**src/rtl/iocell_pkg.sv**
```systemverilog
`timescale 1ns/1ps
package iocell_pkg;

    typedef enum logic [2:0] {
        MODE_COMB  = 3'd0,
        MODE_REG   = 3'd1,
        MODE_LATCH = 3'd2,
        MODE_OUT   = 3'd3,
        MODE_BIDIR = 3'd4
    } io_mode_e;

    // Unused codes fall back to the quiet plain-input mode.
    function automatic io_mode_e decode_mode(input logic [2:0] code);
        case (code)
            3'd1:    return MODE_REG;
            3'd2:    return MODE_LATCH;
            3'd3:    return MODE_OUT;
            3'd4:    return MODE_BIDIR;
            default: return MODE_COMB;
        endcase
    endfunction

    function automatic logic mode_drives(input io_mode_e m);
        return (m == MODE_OUT) || (m == MODE_BIDIR);
    endfunction

endpackage

```
**src/rtl/iocell_cfg_hold.sv**
```systemverilog
`timescale 1ns/1ps
module iocell_cfg_hold
    import iocell_pkg::*;
#(
    parameter int GSEL_W = 2,
    parameter int CSEL_W = 2
) (
    input  logic              clk,
    input  logic              rst_n,
    input  logic [2:0]        cfg_mode_i,
    input  logic              cfg_od_i,
    input  logic [GSEL_W-1:0] cfg_gsel_i,
    input  logic [CSEL_W-1:0] cfg_csel_i,
    output io_mode_e          mode_o,
    output logic              od_o,
    output logic [GSEL_W-1:0] gsel_o,
    output logic [CSEL_W-1:0] csel_o
);

    typedef struct packed {
        logic              armed;
        io_mode_e          mode;
        logic              od;
        logic [GSEL_W-1:0] gsel;
        logic [CSEL_W-1:0] csel;
    } cfg_state_t;

    localparam cfg_state_t CFG_RST = '{
        armed: 1'b0,
        mode:  MODE_COMB,
        od:    1'b0,
        gsel:  '0,
        csel:  '0
    };

    cfg_state_t cfg_d, cfg_q;

    // Load once, on the first edge after reset release, then freeze.
    always_comb begin
        cfg_d = cfg_q;
        if (!cfg_q.armed) begin
            cfg_d.armed = 1'b1;
            cfg_d.mode  = decode_mode(cfg_mode_i);
            cfg_d.od    = cfg_od_i;
            cfg_d.gsel  = cfg_gsel_i;
            cfg_d.csel  = cfg_csel_i;
        end
    end

    always_ff @(posedge clk or negedge rst_n) begin
        if (!rst_n) begin
            cfg_q <= CFG_RST;
        end else begin
            cfg_q <= cfg_d;
        end
    end

    assign mode_o = cfg_q.mode;
    assign od_o   = cfg_q.od;
    assign gsel_o = cfg_q.gsel;
    assign csel_o = cfg_q.csel;

    // once armed, the stored configuration never moves until reset.
    assert_cfg_frozen_R2: assert property (@(posedge clk) disable iff (!rst_n)
        cfg_q.armed |=> $stable({cfg_q.mode, cfg_q.od, cfg_q.gsel, cfg_q.csel}));

endmodule

```
**src/rtl/iocell_in_path.sv**
```systemverilog
`timescale 1ns/1ps
module iocell_in_path
    import iocell_pkg::*;
#(
    parameter int NUM_IOCLK = 3,
    parameter int CSEL_W    = 2
) (
    input  logic                 clk,
    input  logic                 rst_n,
    input  io_mode_e             mode_i,
    input  logic [CSEL_W-1:0]    csel_i,
    input  logic [NUM_IOCLK-1:0] ioclk_en_i,
    input  logic                 pad_i,
    output logic                 core_in_o
);

    typedef struct packed {
        logic reg_v;
        logic lat_v;
    } cap_state_t;

    cap_state_t cap_d, cap_q;
    logic [NUM_IOCLK-1:0] clk_hit;
    logic sel_en;

    for (genvar g = 0; g < NUM_IOCLK; g++) begin : g_clk_pick
        assign clk_hit[g] = (csel_i == CSEL_W'(g)) && ioclk_en_i[g];
    end
    assign sel_en = |clk_hit;

    always_comb begin
        cap_d = cap_q;
        if (sel_en && (mode_i == MODE_REG))   cap_d.reg_v = pad_i;
        if (sel_en && (mode_i == MODE_LATCH)) cap_d.lat_v = pad_i;
    end

    always_ff @(posedge clk or negedge rst_n) begin
        if (!rst_n) begin
            cap_q <= '0;
        end else begin
            cap_q <= cap_d;
        end
    end

    // Latch is transparent while the selected strobe is high.
    always_comb begin
        case (mode_i)
            MODE_REG:   core_in_o = cap_q.reg_v;
            MODE_LATCH: core_in_o = sel_en ? pad_i : cap_q.lat_v;
            default:    core_in_o = pad_i;
        endcase
    end

    assert_reg_hold_R4: assert property (@(posedge clk) disable iff (!rst_n)
        !sel_en |=> $stable(cap_q.reg_v));

    assert_reg_capture_R4: assert property (@(posedge clk) disable iff (!rst_n)
        (sel_en && (mode_i == MODE_REG)) |=> (cap_q.reg_v == $past(pad_i)));

    assert_lat_hold_R5: assert property (@(posedge clk) disable iff (!rst_n)
        !sel_en |=> $stable(cap_q.lat_v));

endmodule

```
**src/rtl/iocell_out_drv.sv**
```systemverilog
`timescale 1ns/1ps
module iocell_out_drv
    import iocell_pkg::*;
#(
    parameter int NUM_GOE = 2,
    parameter int GSEL_W  = 2
) (
    input  io_mode_e           mode_i,
    input  logic               od_i,
    input  logic [GSEL_W-1:0]  gsel_i,
    input  logic [NUM_GOE-1:0] goe_i,
    input  logic               local_oe_i,
    input  logic               data_i,
    output logic               pad_out_o,
    output logic               pad_oe_o
);

    logic [NUM_GOE-1:0] goe_hit;
    logic glob_en;
    logic drive;

    for (genvar g = 0; g < NUM_GOE; g++) begin : g_goe_pick
        assign goe_hit[g] = (gsel_i == GSEL_W'(g + 1)) && goe_i[g];
    end

    assign glob_en = (gsel_i == '0) || (|goe_hit);
    assign drive   = mode_drives(mode_i) && local_oe_i && glob_en;

    // Open-drain: enable only to pull low, never drive a high.
    always_comb begin
        pad_oe_o  = drive && (!od_i || !data_i);
        pad_out_o = drive && !od_i && data_i;
    end

endmodule

```
**src/rtl/bidir_io_cell.sv**
```systemverilog
`timescale 1ns/1ps
module bidir_io_cell
    import iocell_pkg::*;
#(
    parameter  int NUM_GOE   = 2,
    parameter  int NUM_IOCLK = 3,
    localparam int GSEL_W    = $clog2(NUM_GOE + 1),
    localparam int CSEL_W    = (NUM_IOCLK > 1) ? $clog2(NUM_IOCLK) : 1
) (
    input  logic                 clk,
    input  logic                 rst_n,
    input  logic [2:0]           cfg_mode,
    input  logic                 cfg_open_drain,
    input  logic [GSEL_W-1:0]    cfg_goe_sel,
    input  logic [CSEL_W-1:0]    cfg_clk_sel,
    input  logic [NUM_GOE-1:0]   goe,
    input  logic [NUM_IOCLK-1:0] ioclk_en,
    input  logic                 core_out,
    input  logic                 local_oe,
    output logic                 core_in,
    input  logic                 pad_in,
    output logic                 pad_out,
    output logic                 pad_oe
);

    io_mode_e          mode_q;
    logic              od_q;
    logic [GSEL_W-1:0] gsel_q;
    logic [CSEL_W-1:0] csel_q;

    iocell_cfg_hold #(.GSEL_W(GSEL_W), .CSEL_W(CSEL_W)) u_cfg (
        .clk        (clk),
        .rst_n      (rst_n),
        .cfg_mode_i (cfg_mode),
        .cfg_od_i   (cfg_open_drain),
        .cfg_gsel_i (cfg_goe_sel),
        .cfg_csel_i (cfg_clk_sel),
        .mode_o     (mode_q),
        .od_o       (od_q),
        .gsel_o     (gsel_q),
        .csel_o     (csel_q)
    );

    iocell_in_path #(.NUM_IOCLK(NUM_IOCLK), .CSEL_W(CSEL_W)) u_in (
        .clk        (clk),
        .rst_n      (rst_n),
        .mode_i     (mode_q),
        .csel_i     (csel_q),
        .ioclk_en_i (ioclk_en),
        .pad_i      (pad_in),
        .core_in_o  (core_in)
    );

    iocell_out_drv #(.NUM_GOE(NUM_GOE), .GSEL_W(GSEL_W)) u_out (
        .mode_i     (mode_q),
        .od_i       (od_q),
        .gsel_i     (gsel_q),
        .goe_i      (goe),
        .local_oe_i (local_oe),
        .data_i     (core_out),
        .pad_out_o  (pad_out),
        .pad_oe_o   (pad_oe)
    );

    assert_input_quiet_R10: assert property (@(posedge clk) disable iff (!rst_n)
        (mode_q inside {MODE_COMB, MODE_REG, MODE_LATCH}) |-> !pad_oe);

    assert_oe_needs_local_R7: assert property (@(posedge clk) disable iff (!rst_n)
        pad_oe |-> local_oe);

    assert_od_low_only_R9: assert property (@(posedge clk) disable iff (!rst_n)
        (od_q && pad_oe) |-> (!pad_out && !core_out));

    assert_readback_R11: assert property (@(posedge clk) disable iff (!rst_n)
        (mode_q inside {MODE_OUT, MODE_BIDIR}) |-> (core_in == pad_in));

endmodule

```
**config.mk**
```make
export PLATFORM = sky130hd
export DESIGN_NAME = bidir_io_cell
export DESIGN_NICKNAME = d
export VERILOG_FILES = /design/src/rtl/iocell_pkg.sv /design/src/rtl/iocell_cfg_hold.sv /design/src/rtl/iocell_in_path.sv /design/src/rtl/iocell_out_drv.sv /design/src/rtl/bidir_io_cell.sv
export SDC_FILE = /design/constraint.sdc
export NUM_CORES = 1
export LEC_CHECK = 0
export BUFFER_PORTS_ARGS = -buffer_cell sky130_fd_sc_hd__buf_2
export CAP_MARGIN = 20
export CORE_AREA = 5 5 42 44
export DETAILED_ROUTE_END_ITERATION = 16
export DIE_AREA = 0 0 47 49
export PLACE_DENSITY = 0.71
export SLEW_MARGIN = 25
export SYNTH_ARGS = -nofsm -noshare
export SYNTH_HDL_FRONTEND = slang
export SYNTH_SLANG_ARGS = --single-unit
```
**constraint.sdc**
```tcl
create_clock -name clk -period 2.35 [get_ports clk]
set_input_delay 0.235 -clock clk [delete_from_list [all_inputs] [get_ports clk]]
set_output_delay 0.235 -clock clk [all_outputs]
set_load 0.01 [all_outputs]
```
[Word level (Yosys, flattened, before mapping)]
Index checks and enable logic that the tools add are counted.
Storage, ports and cells
  word-level logic and storage cells: 43
  output and inout bits: 3
  flip-flop bits (word level): 11
Operators by class
  eq/ne operators: 12
  mux-type cells: 3
  reduce and logical (&&, ||, !) cells: 21
Operator list (number)
  3-bit by 2-bit equality test with 1-bit output (second input constant): 4
  1-bit logical AND: 12
  3-bit case mux with 4 select lines: 1
  3-bit by 1-bit equality test with 1-bit output (second input constant): 2
  3-bit equality test (second input constant): 2
  2-bit by 1-bit equality test with 1-bit output (second input constant): 2
  2-bit equality test (second input constant): 2
  2-bit zero test: 2
  1-bit logical OR: 3
  3-bit OR reduction: 1
  1-bit zero test: 2
  1-bit case mux with 2 select lines: 1
  2-bit OR reduction: 1
  1-bit 2-to-1 mux: 1

[Depth between registers and ports, before layout]
Gate-level depths: netlist of run 1.
  word-level depth: 7
  depth in mapped cells: 4
  gate-level depth less buffers: 4

[Hierarchy]
A second synthesis of run 1 with hierarchy kept.
Second synthesis, totals
  cell total of the unflattened synthesis: 57
  area, all modules: 659.4 um2
Modules (own cells, without submodules)
  iocell_cfg_hold: instances 1, area an instance 417.9 um2, cells each 32
  iocell_in_path: instances 1, area an instance 176.4 um2, cells each 16
  iocell_out_drv: instances 1, area an instance 65.1 um2, cells each 9

[Worst setup path before layout of run 1]
Ideal clock, no wire load.
  kind: register -> output
  start point: register u_cfg.cfg_q (netlist bit u_cfg.mode_o[0])
  end point: output pad_out
  arrival: 1066 ps
  cell stages (with the launch flop): 5
  slack: 1049 ps
  required time: 2115 ps
  buffers on the path: 0
  cells stage by stage: dfrtp_1 -> nand2b_1 -> o22ai_1 -> o2111ai_1 -> nor3b_2
On the way
  longest elaborated chain between the ends: 6
Ends and longest elaborated chain
  start: declaration: line iocell_cfg_hold.sv:36  | cfg_state_t cfg_d, cfg_q;
  start signal: assignment: line iocell_cfg_hold.sv:54  | cfg_q <= cfg_d;
  3-bit by 2-bit equality test with 1-bit output or 3-bit equality test (tied branches): line iocell_pkg.sv:24  | return (m == MODE_OUT) || (m == MODE_BIDIR);
  1-bit logical OR *: line iocell_pkg.sv:24
  1-bit logical AND * (2 in series): line iocell_out_drv.sv:27  | assign drive = mode_drives(mode_i) && local_oe_i && glob_en;
  1-bit logical AND * (2 in series): line iocell_out_drv.sv:32  | pad_out_o = drive && !od_i && data_i;
  end: declaration: line bidir_io_cell.sv:22  | output logic pad_out,
Every way passes the cells marked *; elsewhere a longest branch is shown, timed or not.

[Worst setup path in the final report of run 1]
Same ends and word-level chain as after synthesis.

==> run summary, run 1 <==
DRT Wirelength: 1030 µm
clock-pin transition on the worst setup and hold timing paths: 0.07 ns
Final Skew: 0.00121 ns
status: finished clean
Post-synth EDFFs: 0
crit path time final: 1.72 ns
fraction of registers with async set/reset: 100%
synth cell count leaders: dfrtp_1, nand2_1, o21ai_1
simple-gate portion of the synthesized area: 19.4%
Via Count: 433
DIE AREA: 2300 µm²
post-synth cell types: 21
critical path, cell by cell: nand2b_1 -> o22ai_1 -> o2111ai_1 -> nor3b_2 -> buf_2
clk sinks: 11
Total Nets Final: 94
post-synthesis mux area share: 17.1%
GR Overflow Total: 0
main combinational cell family by area after synthesis: simple AND/OR/NAND/NOR gates
vias in the first global route: 473
fmax: 0.582 GHz
DIE HEIGHT: 49 µm
cts bufs inserted: 3
Layout area overhead: 26.9%
Worst path top cell family by delay: flip-flops
largest stage delay on the critical path: 0.41 ns
CP max stage cell: dfrtp_1
Mapped Cells: 51
GRT Overall Usage: 11.1%
Iteration-0 DRC Markers: 2
Ports: 21
Compound-Gate Fraction of Synth Area: 10.9%
TritonCTS clock tree: yes
Yosys top cell by area: dfrtp_1
Synth Flop Type: dfrtp_1
Antenna Cells: 0
max-slew violation count: 0
Post-Synth Adder-Cell Area: 0%
unrepaired setup endpoints after global routing: false
drt wl/cell: 11.3 µm
area share of the largest cell type after synthesis: 49.0%
post-synthesis register bit count: 11
Crit Path Class: flip-flop to output port
Worst Hold Class: input port to flip-flop
CTS H-Tree Depth: 1
Net Count, Synth: 69
root buf cell: clkbuf_4
most frequent cell after synthesis: dfrtp_1
# setup viols final: 0
CP max FO: 5
largest net degree at the start of global routing: 12
CP Buf/Inv Count: 1
row cnt: 14
Die X: 47 µm
IO buf count: 20
max_cap viols: 0
post-cts resize count: 0
Cell Area, Synth: 562 µm²
DRT Pass-1 Iters: 2
clk buf depth: 2
final hold slack: 0.186 ns
DR vias/cell: 4.76
Critical Path Sink Type: output port
CP Launch Type: flip-flop
XOR/XNOR share of the synthesized area: 0%
Final Util: 50.9%
antenna-violating nets left: 0
CORE AREA: 1400 µm²
setup TNS: 0 ns
syn avg cell area: 11.0 µm²
DRC viols: 0
placed cells: 86
Post-Layout Cell Count: 91
register area share after synthesis: 49.0%
initial core utilization: 40.1%
critical path arrival: 1.48 ns
synth top area cells: dfrtp_1, nor3b_2, mux2_1
worst path required time: 2.12 ns
first-pass GRT wire length: 1830 µm
Clk Latency, worst-skew pair: 0.26 ns
leakage: 0.345 nW
power per cell area: 630 nW/µm²
Fin. Hold Viols: 0
Peak supply drop: 0.403 mV
cts hold-fix bufs: 1
setup bufs post-CTS: 0
share of cells above drive strength 1: 42.7%
fin crit share: 73.1%
gpl congestion: 0.729
antenna violations before repair: 0
Yosys warning total: 0
==> path summary, 6_finish.rpt <==
| kind | start | end | slack (ns) | cells after the start |
|---|---|---|---|---|
| max in group asynchronous | rst_n | u_cfg.cfg_q[8]$_DFF_PN0_ | 1.78 | 2 |
| max | u_cfg.mode_o[0]$_DFFE_PN0N_ | pad_out | 0.63 | 5 |
| min in group asynchronous | rst_n | u_cfg.mode_o[2]$_DFFE_PN0N_ | 0.38 | 2 |
| max reg2reg | u_cfg.mode_o[2]$_DFFE_PN0N_ | u_in.cap_q[0]$_DFFE_PN0P_ | 1.11 | 3 |
| min reg2reg | u_cfg.gsel_o[1]$_DFFE_PN0N_ | u_cfg.gsel_o[1]$_DFFE_PN0N_ | 0.51 | 1 |
| min | cfg_clk_sel[1] | u_cfg.csel_o[1]$_DFFE_PN0N_ | 0.19 | 2 |
==> metal layers <==
layer | up-vias | track usage, % | wire length, µm | part of all wire (%)
li1 | 227 | - | - | -
met1 | 196 | 11.2 | 422 | 41
met2 | 8 | 18.6 | 552 | 54
met3 | 2 | 2.21 | 37 | 3.6
met4 | 0 | 8.29 | 18 | 1.7
met5 | - | 0 | 0 | 0
==> cells by family (layout without fill, tap and decap cells) <==
logic type	Yosys count	count (layout)
DFF	11	11
buffers and inverters	4	28
and+or+nand+nor	17	17
muxes	8	8
AOI/OAI and AO/OA	10	10
other	1	1
==> power by group <==
group | switching (mW) | internal, mW
logic | 0.0321 | 0.0545
registers | 0.0227 | 0.217
clock network | 0.0571 | 0.0655
total | 0.112 | 0.337
==> cell usage in the layout, fill, tap and decap left out, drive strengths merged <==
cell / synthesis / routed
a21oi: 2 / 2
buf: 1 / 20
clkbuf: 0 / 4
conb: 1 / 1
dfrtp: 11 / 11
dlygate4sd3: 0 / 1
inv: 3 / 3
mux2: 7 / 7
mux2i: 1 / 1
nand2: 7 / 7
nand2b: 3 / 3
nand3b: 2 / 2
nor2: 1 / 1
nor3: 1 / 1
nor3b: 3 / 3
o2111ai: 1 / 1
o211ai: 1 / 1
o21ai: 5 / 5
o22ai: 1 / 1
==> final cells by class <==
class | instances | area [µm²]
Fill cell | 145 | 688
Sequential cell | 11 | 275
Multi-Input combinational cell | 36 | 270
Timing Repair Buffer | 21 | 110
Clock buffer | 4 | 26.3
Tap cell | 16 | 20.0
Inverter | 3 | 11.3
==> registers in the layout, indices dropped and copies added, names as in the netlist <==
name and cells:
u_cfg.csel_o 2, u_cfg.cfg_q 1, u_cfg.mode_o 3, u_cfg.od_o 1, u_in.cap_q 2, u_cfg.gsel_o 2
==> stage by stage <==
stage          worst slack (ns)  power (mW)  cell area (µm²)
2_1_floorplan              1.05       0.297              562
3_3_place_gp              0.957       0.326              677
3_5_place_dp              0.893       0.330              677
4_1_cts                   0.600       0.459              713
5_1_grt                   0.498       0.482              713
6_report                  0.632       0.449              713
(Power assumes the default switching activity.)
==> run 2, diff against run 1 <==
- clock period: 2.35 -> 1.7 ns (I/O delays scaled with it)
==> run summary, run 2 (synthesized netlist as in run 1, its figures left out) <==
status: finished clean
root buf cell: clkbuf_4
fin crit share: 94.2%
max-slew violation count: 0 (unchanged)
first-pass GRT wire length: 1830 µm (unchanged)
number of fill cells in the layout: 144 (-0.69%)
max_cap viols: 0 (unchanged)
Die X: 47 µm (unchanged)
Critical Path Sink Type: output port
clk sinks: 11 (unchanged)
gpl congestion: 0.729 (unchanged)
grt met1 use: 11.2% (unchanged)
CP Launch Type: flip-flop
Final Skew: 0.00109 ns (-0.000122 ns)
DRC viols: 0 (unchanged)
row cnt: 14 (unchanged)
Clk Latency, worst-skew pair: 0.26 ns (about the same)
Fin. Hold Viols: 0 (unchanged)
DIE AREA: 2300 µm² (unchanged)
DIE HEIGHT: 49 µm (unchanged)
CP max FO: 5 (unchanged)
reg2reg start: u_cfg.mode_o[2]$_DFFE_PN0N_
share of cells above drive strength 1: 48.7% (+6.0 points)
Iteration-0 DRC Markers: 2 (unchanged)
Post-Layout Cell Count: 92 (+1.1%)
CORE AREA: 1400 µm² (unchanged)
leakage: 0.354 nW (+2.7%)
critical path arrival: 1.43 ns (-0.05 ns)
routing usage on met3: 2.21% (unchanged)
worst path required time: 1.53 ns (-0.59 ns)
fmax: 0.624 GHz
DRT Pass-1 Iters: 3 (+1)
max reg flops: 3 (unchanged)
GR Overflow Total: 0 (unchanged)
Layout area overhead: 32.1%
FF-to-FF setup slack: 0.46 ns (-0.65 ns)
setup TNS: 0 ns (unchanged)
Antenna Cells: 0 (unchanged)
# setup viols final: 0 (unchanged)
Peak supply drop: 0.556 mV (+38%)
Final Util: 52.9% (+2.1 points)
antenna violations before repair: 0 (unchanged)
hold_sp: cfg_clk_sel[1]
clock-pin transition on the worst setup and hold timing paths: 0.07 ns (about the same)
drt wl/cell: 11.7 µm (+2.9%)
GR met2 Demand/Resource: 18.6% (unchanged)
GRT Overall Usage: 11.1% (unchanged)
clk buf depth: 2 (unchanged)
Worst Hold Endpoint: u_cfg.csel_o[1]$_DFFE_PN0N_
FF-to-FF path depth: 3 (unchanged)
Crit Path Class: flip-flop to output port
Ports: 21 (unchanged)
vias in the first global route: 473 (unchanged)
Worst Hold Class: input port to flip-flop
Top Usage Layer GRT: met2
commonest non-fill, non-tap cells in the layout: buf_2, dfrtp_1, nand2_1, o21ai_1
CTS H-Tree Depth: 1 (unchanged)
most common cell after layout, fill and taps aside: buf_2
Via Count: 443 (+2.3%)
reg2reg end: u_in.cap_q[0]$_DFFE_PN0P_
IO buf count: 20 (unchanged)
Hold Path Depth: 2 (unchanged)
Final Power: 631 µW (+40%)
cts bufs inserted: 3 (unchanged)
DR vias/cell: 4.82 (+1.2%)
unrepaired setup endpoints after global routing: true
initial core utilization: 40.1% (unchanged)
placed cells: 86 (unchanged)
crit path time final: 1.60 ns
Total Nets Final: 95 (+1.1%)
TritonCTS clock tree: yes
antenna-violating nets left: 0 (unchanged)
largest net degree at the start of global routing: 12 (unchanged)
power per cell area: 850 nW/µm² (+35%)
fin worst setup slack: 0.0986 ns (-0.533 ns)
pre-CTS setup slack: 0.308 ns (-0.585 ns)
DRT Wirelength: 1070 µm (+4.1%)
[run 2: layout make-up]
| class | count | area [µm²] | area share, % |
|---|---|---|---|
| clock buffer | 4 | 26.3 | 3.54 |
| inverter | 3 | 11.3 | 1.52 |
| multi-input combinational | 36 | 290 | 39.1 |
| sequential | 11 | 277 | 37.3 |
| tap | 16 | 20.0 | 2.70 |
| timing repair buffer | 22 | 118 | 15.9 |
[run 2: worst max-delay path by stage]
stage                                 from       to  slack, ns
2_1_floorplan  u_cfg.mode_o[0]$_DFFE_PN0N_  pad_out       0.46
3_3_place_gp   u_cfg.mode_o[0]$_DFFE_PN0N_  pad_out       0.37
3_5_place_dp   u_cfg.mode_o[0]$_DFFE_PN0N_  pad_out       0.31
4_1_cts        u_cfg.mode_o[0]$_DFFE_PN0N_  pad_out       0.01
5_1_grt        u_cfg.mode_o[0]$_DFFE_PN0N_  pad_out     0.0009
6_report       u_cfg.mode_o[0]$_DFFE_PN0N_  pad_out        0.1
[run 2: what timing repair did]
item	in CTS	in global routing
resized for setup	0	4
hold endpoints to repair	11	0
hold buffers	1	0
buffers inserted	0	1
endpoints found under the setup margin	0	2
[run 2: per-stage QoR]
stage                     cell area [µm²]  hold WS, ns
after global routing                  742        0.115
after CTS                             713        0.113
after floorplan                       562       -0.126
after detailed placement              677       0.0488
after global placement                677       0.0454
final                                 742        0.122
[run 2: where the power goes]
part	switching [mW]	total [mW]	internal (mW)
Sequential	0.0326	0.333	0.301
Combinational	0.0474	0.128	0.0806
Clock	0.0788	0.169	0.0905
[run 2: worst max-delay path, stage by stage (launching register included)]
cell and delay (ns):
dfrtp_1 0.42, nand2b_4 0.15, o22ai_2 0.14, o2111ai_2 0.13, nor3b_2 0.18, buf_2 0.15
[run 2: routing by layer]
metal	up-vias	routed length, µm
met5	-	0
met4	0	19
met3	2	36
met2	8	577
met1	204	439
li1	229	-
==> run 3, diff against run 2 <==
--- a/config.mk
+++ b/config.mk
@@ -11,4 +11,5 @@
 export DETAILED_ROUTE_END_ITERATION = 16
 export DIE_AREA = 0 0 47 49
+export HOLD_SLACK_MARGIN = 0.15
 export PLACE_DENSITY = 0.71
 export SLEW_MARGIN = 25
==> constraint.sdc (replaced) <==
create_clock -name clk -period 1.7 [get_ports clk]
set_input_delay 0.17 -clock clk [delete_from_list [all_inputs] [get_ports clk]]
set_output_delay 0.17 -clock clk [all_outputs]
set_load 0.1 [all_outputs]
==> run summary, run 3 (synthesized netlist as in run 1, its figures left out) <==
CP max FO: 5 (unchanged)
DIE HEIGHT: 49 µm (unchanged)
GRT Overall Usage: 13.6% (+2.6 points)
crit path time final: 1.76 ns (+0.161 ns)
placed cells: 86 (unchanged)
largest net degree at the start of global routing: 12 (unchanged)
Critical Path Sink Type: output port
max_cap viols: 0 (unchanged)
FF-to-FF setup slack: 0.31 ns (-0.15 ns)
Worst Hold Class: input port to flip-flop
worst path required time: 1.53 ns (about the same)
root buf cell: clkbuf_4
clk sinks: 11 (unchanged)
Fin. Hold Viols: 0 (unchanged)
most common cell after layout, fill and taps aside: buf_2
detailed placement HPWL: 873 µm
unrepaired setup endpoints after global routing: true
share of total power in the clock network: 23.8% (-3.0 points)
clk buf depth: 2 (unchanged)
Layout area overhead: 60.4%
Final Power: 720 µW (+14%)
Total Nets Final: 103 (+8.4%)
Clk Latency, worst-skew pair: 0.26 ns (about the same)
CTS H-Tree Depth: 1 (unchanged)
reg2reg start: u_cfg.mode_o[0]$_DFFE_PN0N_
Reg power frac: 46.8% (-6.1 points)
share of cells above drive strength 1: 50.0% (+1.3 points)
final hold slack: 0.170 ns (+0.0485 ns)
gpl congestion: 0.637 (-13%)
Switch Pwr: 215 µW (+36%)
CORE AREA: 1400 µm² (unchanged)
Final Skew: 0.00105 ns (-0.0000347 ns)
commonest non-fill, non-tap cells in the layout: buf_2, dfrtp_1, dlygate4sd3_1, nand2_1, o21ai_1
max reg flops: 3 (unchanged)
critical path arrival: 1.59 ns (+0.16 ns)
GR Overflow Total: 0 (unchanged)
fin worst setup slack: -0.0622 ns (-0.161 ns)
vias in the first global route: 557 (+18%)
clock-pin transition on the worst setup and hold timing paths: 0.07 ns (about the same)
fmax: 0.567 GHz (-9.1%)
DRT Pass-1 Iters: 4 (+1)
DRC viols: 0 (unchanged)
Peak supply drop: 0.496 mV (-11%)
first-pass GRT wire length: 2280 µm (+25%)
DR vias/cell: 4.94 (+2.6%)
Comb pwr share: 29.3% (+9.0 points)
Final Util: 64.3% (+11 points)
antenna-violating nets left: 0 (unchanged)
CP Launch Type: flip-flop
Antenna Cells: 0 (unchanged)
status: finished with violations
power per cell area: 800 nW/µm² (-5.9%)
FF-to-FF path depth: 5 (+2)
leakage: 0.402 nW (+14%)
cts bufs inserted: 3 (unchanged)
Ports: 21 (unchanged)
Worst Hold Endpoint: u_cfg.mode_o[1]$_DFFE_PN0N_
max-slew violation count: 0 (unchanged)
number of fill cells in the layout: 117 (-19%)
Via Count: 494 (+12%)
IO buf count: 20 (unchanged)
switch share: 29.9% (+4.7 points)
hold_sp: cfg_mode[1]
Int Pwr: 505 µW (+7.1%)
setup TNS: -0.117 ns (-0.117 ns)
reg2reg end: u_in.cap_q[0]$_DFFE_PN0P_
TritonCTS clock tree: yes
failing checks: negative setup slack
Crit Path Class: flip-flop to output port
drt wl/cell: 12.9 µm (+11%)
area of the multi-input gates: 328 µm² (+13%)
DIE AREA: 2300 µm² (unchanged)
initial core utilization: 40.1% (unchanged)
Die X: 47 µm (unchanged)
Post-Layout Cell Count: 100 (+8.7%)
storage element area: 278 µm² (+0.45%)
DRT Wirelength: 1290 µm (+20%)
Hold Path Depth: 3 (+1)
# setup viols final: 2 (+2)
Iteration-0 DRC Markers: 3 (+1)
fin crit share: 104% (+9.5 points)
antenna violations before repair: 0 (unchanged)
row cnt: 14 (unchanged)
==> run 3: timing repair <==
| action | in CTS | in global routing |
|---|---|---|
| pin swaps | 5 | 3 |
| hold endpoints to repair | 17 | 0 |
| resized for setup | 4 | 4 |
| setup endpoints to repair | 3 | 3 |
| hold buffers | 7 | 0 |
| setup buffers | 3 | 0 |
==> run 3: layout make-up <==
cell class | count | area share, %
Multi-Input combinational cell | 36 | 36.4
Inverter | 3 | 1.25
Clock buffer | 4 | 2.92
Tap cell | 16 | 2.22
Timing Repair Buffer | 30 | 26.4
Sequential cell | 11 | 30.8
==> run 3: stage by stage <==
stage	cell area, µm²	setup slack, ns
final	901	-0.0622
after detailed placement	738	0.154
after floorplan	578	-0.687
after global routing	901	-0.163
after global placement	738	0.189
after CTS	878	-0.0499
==> run 3: worst max-delay path by stage <==
stage / start / endpoint / slack [ns] / cells after the start
floorplan: u_cfg.csel_o[1]$_DFFE_PN0N_ / core_in / -0.69 / 4
finish: u_cfg.mode_o[2]$_DFFE_PN0N_ / pad_out / -0.06 / 5
global placement: u_cfg.mode_o[0]$_DFFE_PN0N_ / pad_out / 0.19 / 5
detailed placement: u_cfg.mode_o[0]$_DFFE_PN0N_ / pad_out / 0.15 / 5
global route: u_cfg.mode_o[0]$_DFFE_PN0N_ / core_in / -0.16 / 5
CTS: u_cfg.mode_o[0]$_DFFE_PN0N_ / pad_out / -0.05 / 5
==> run 3: power groups by stage <==
stage / sequential, mW / combinational [mW] / clock, mW
detailed placement: 0.338 / 0.178 / 0
floorplan: 0.328 / 0.125 / 0
CTS: 0.333 / 0.205 / 0.175
global placement: 0.335 / 0.177 / 0
finish: 0.337 / 0.211 / 0.172
global route: 0.343 / 0.229 / 0.188
==> run 3: routing by layer <==
metal / vias to the layer above / global-route usage (%) / wire length (µm)
met5: - / 0 / 0
met4: 0 / 6.91 / 31
met2: 8 / 23.5 / 717
met3: 5 / 2.21 / 34
li1: 243 / - / -
met1: 238 / 15.2 / 505
==> run 3: worst max-delay path, stage by stage, from the launching register on <==
cell	delay, ns
dfrtp_2	0.47
nand2b_4	0.07
o22ai_4	0.17
o2111ai_4	0.15
nor3b_4	0.25
buf_12	0.20
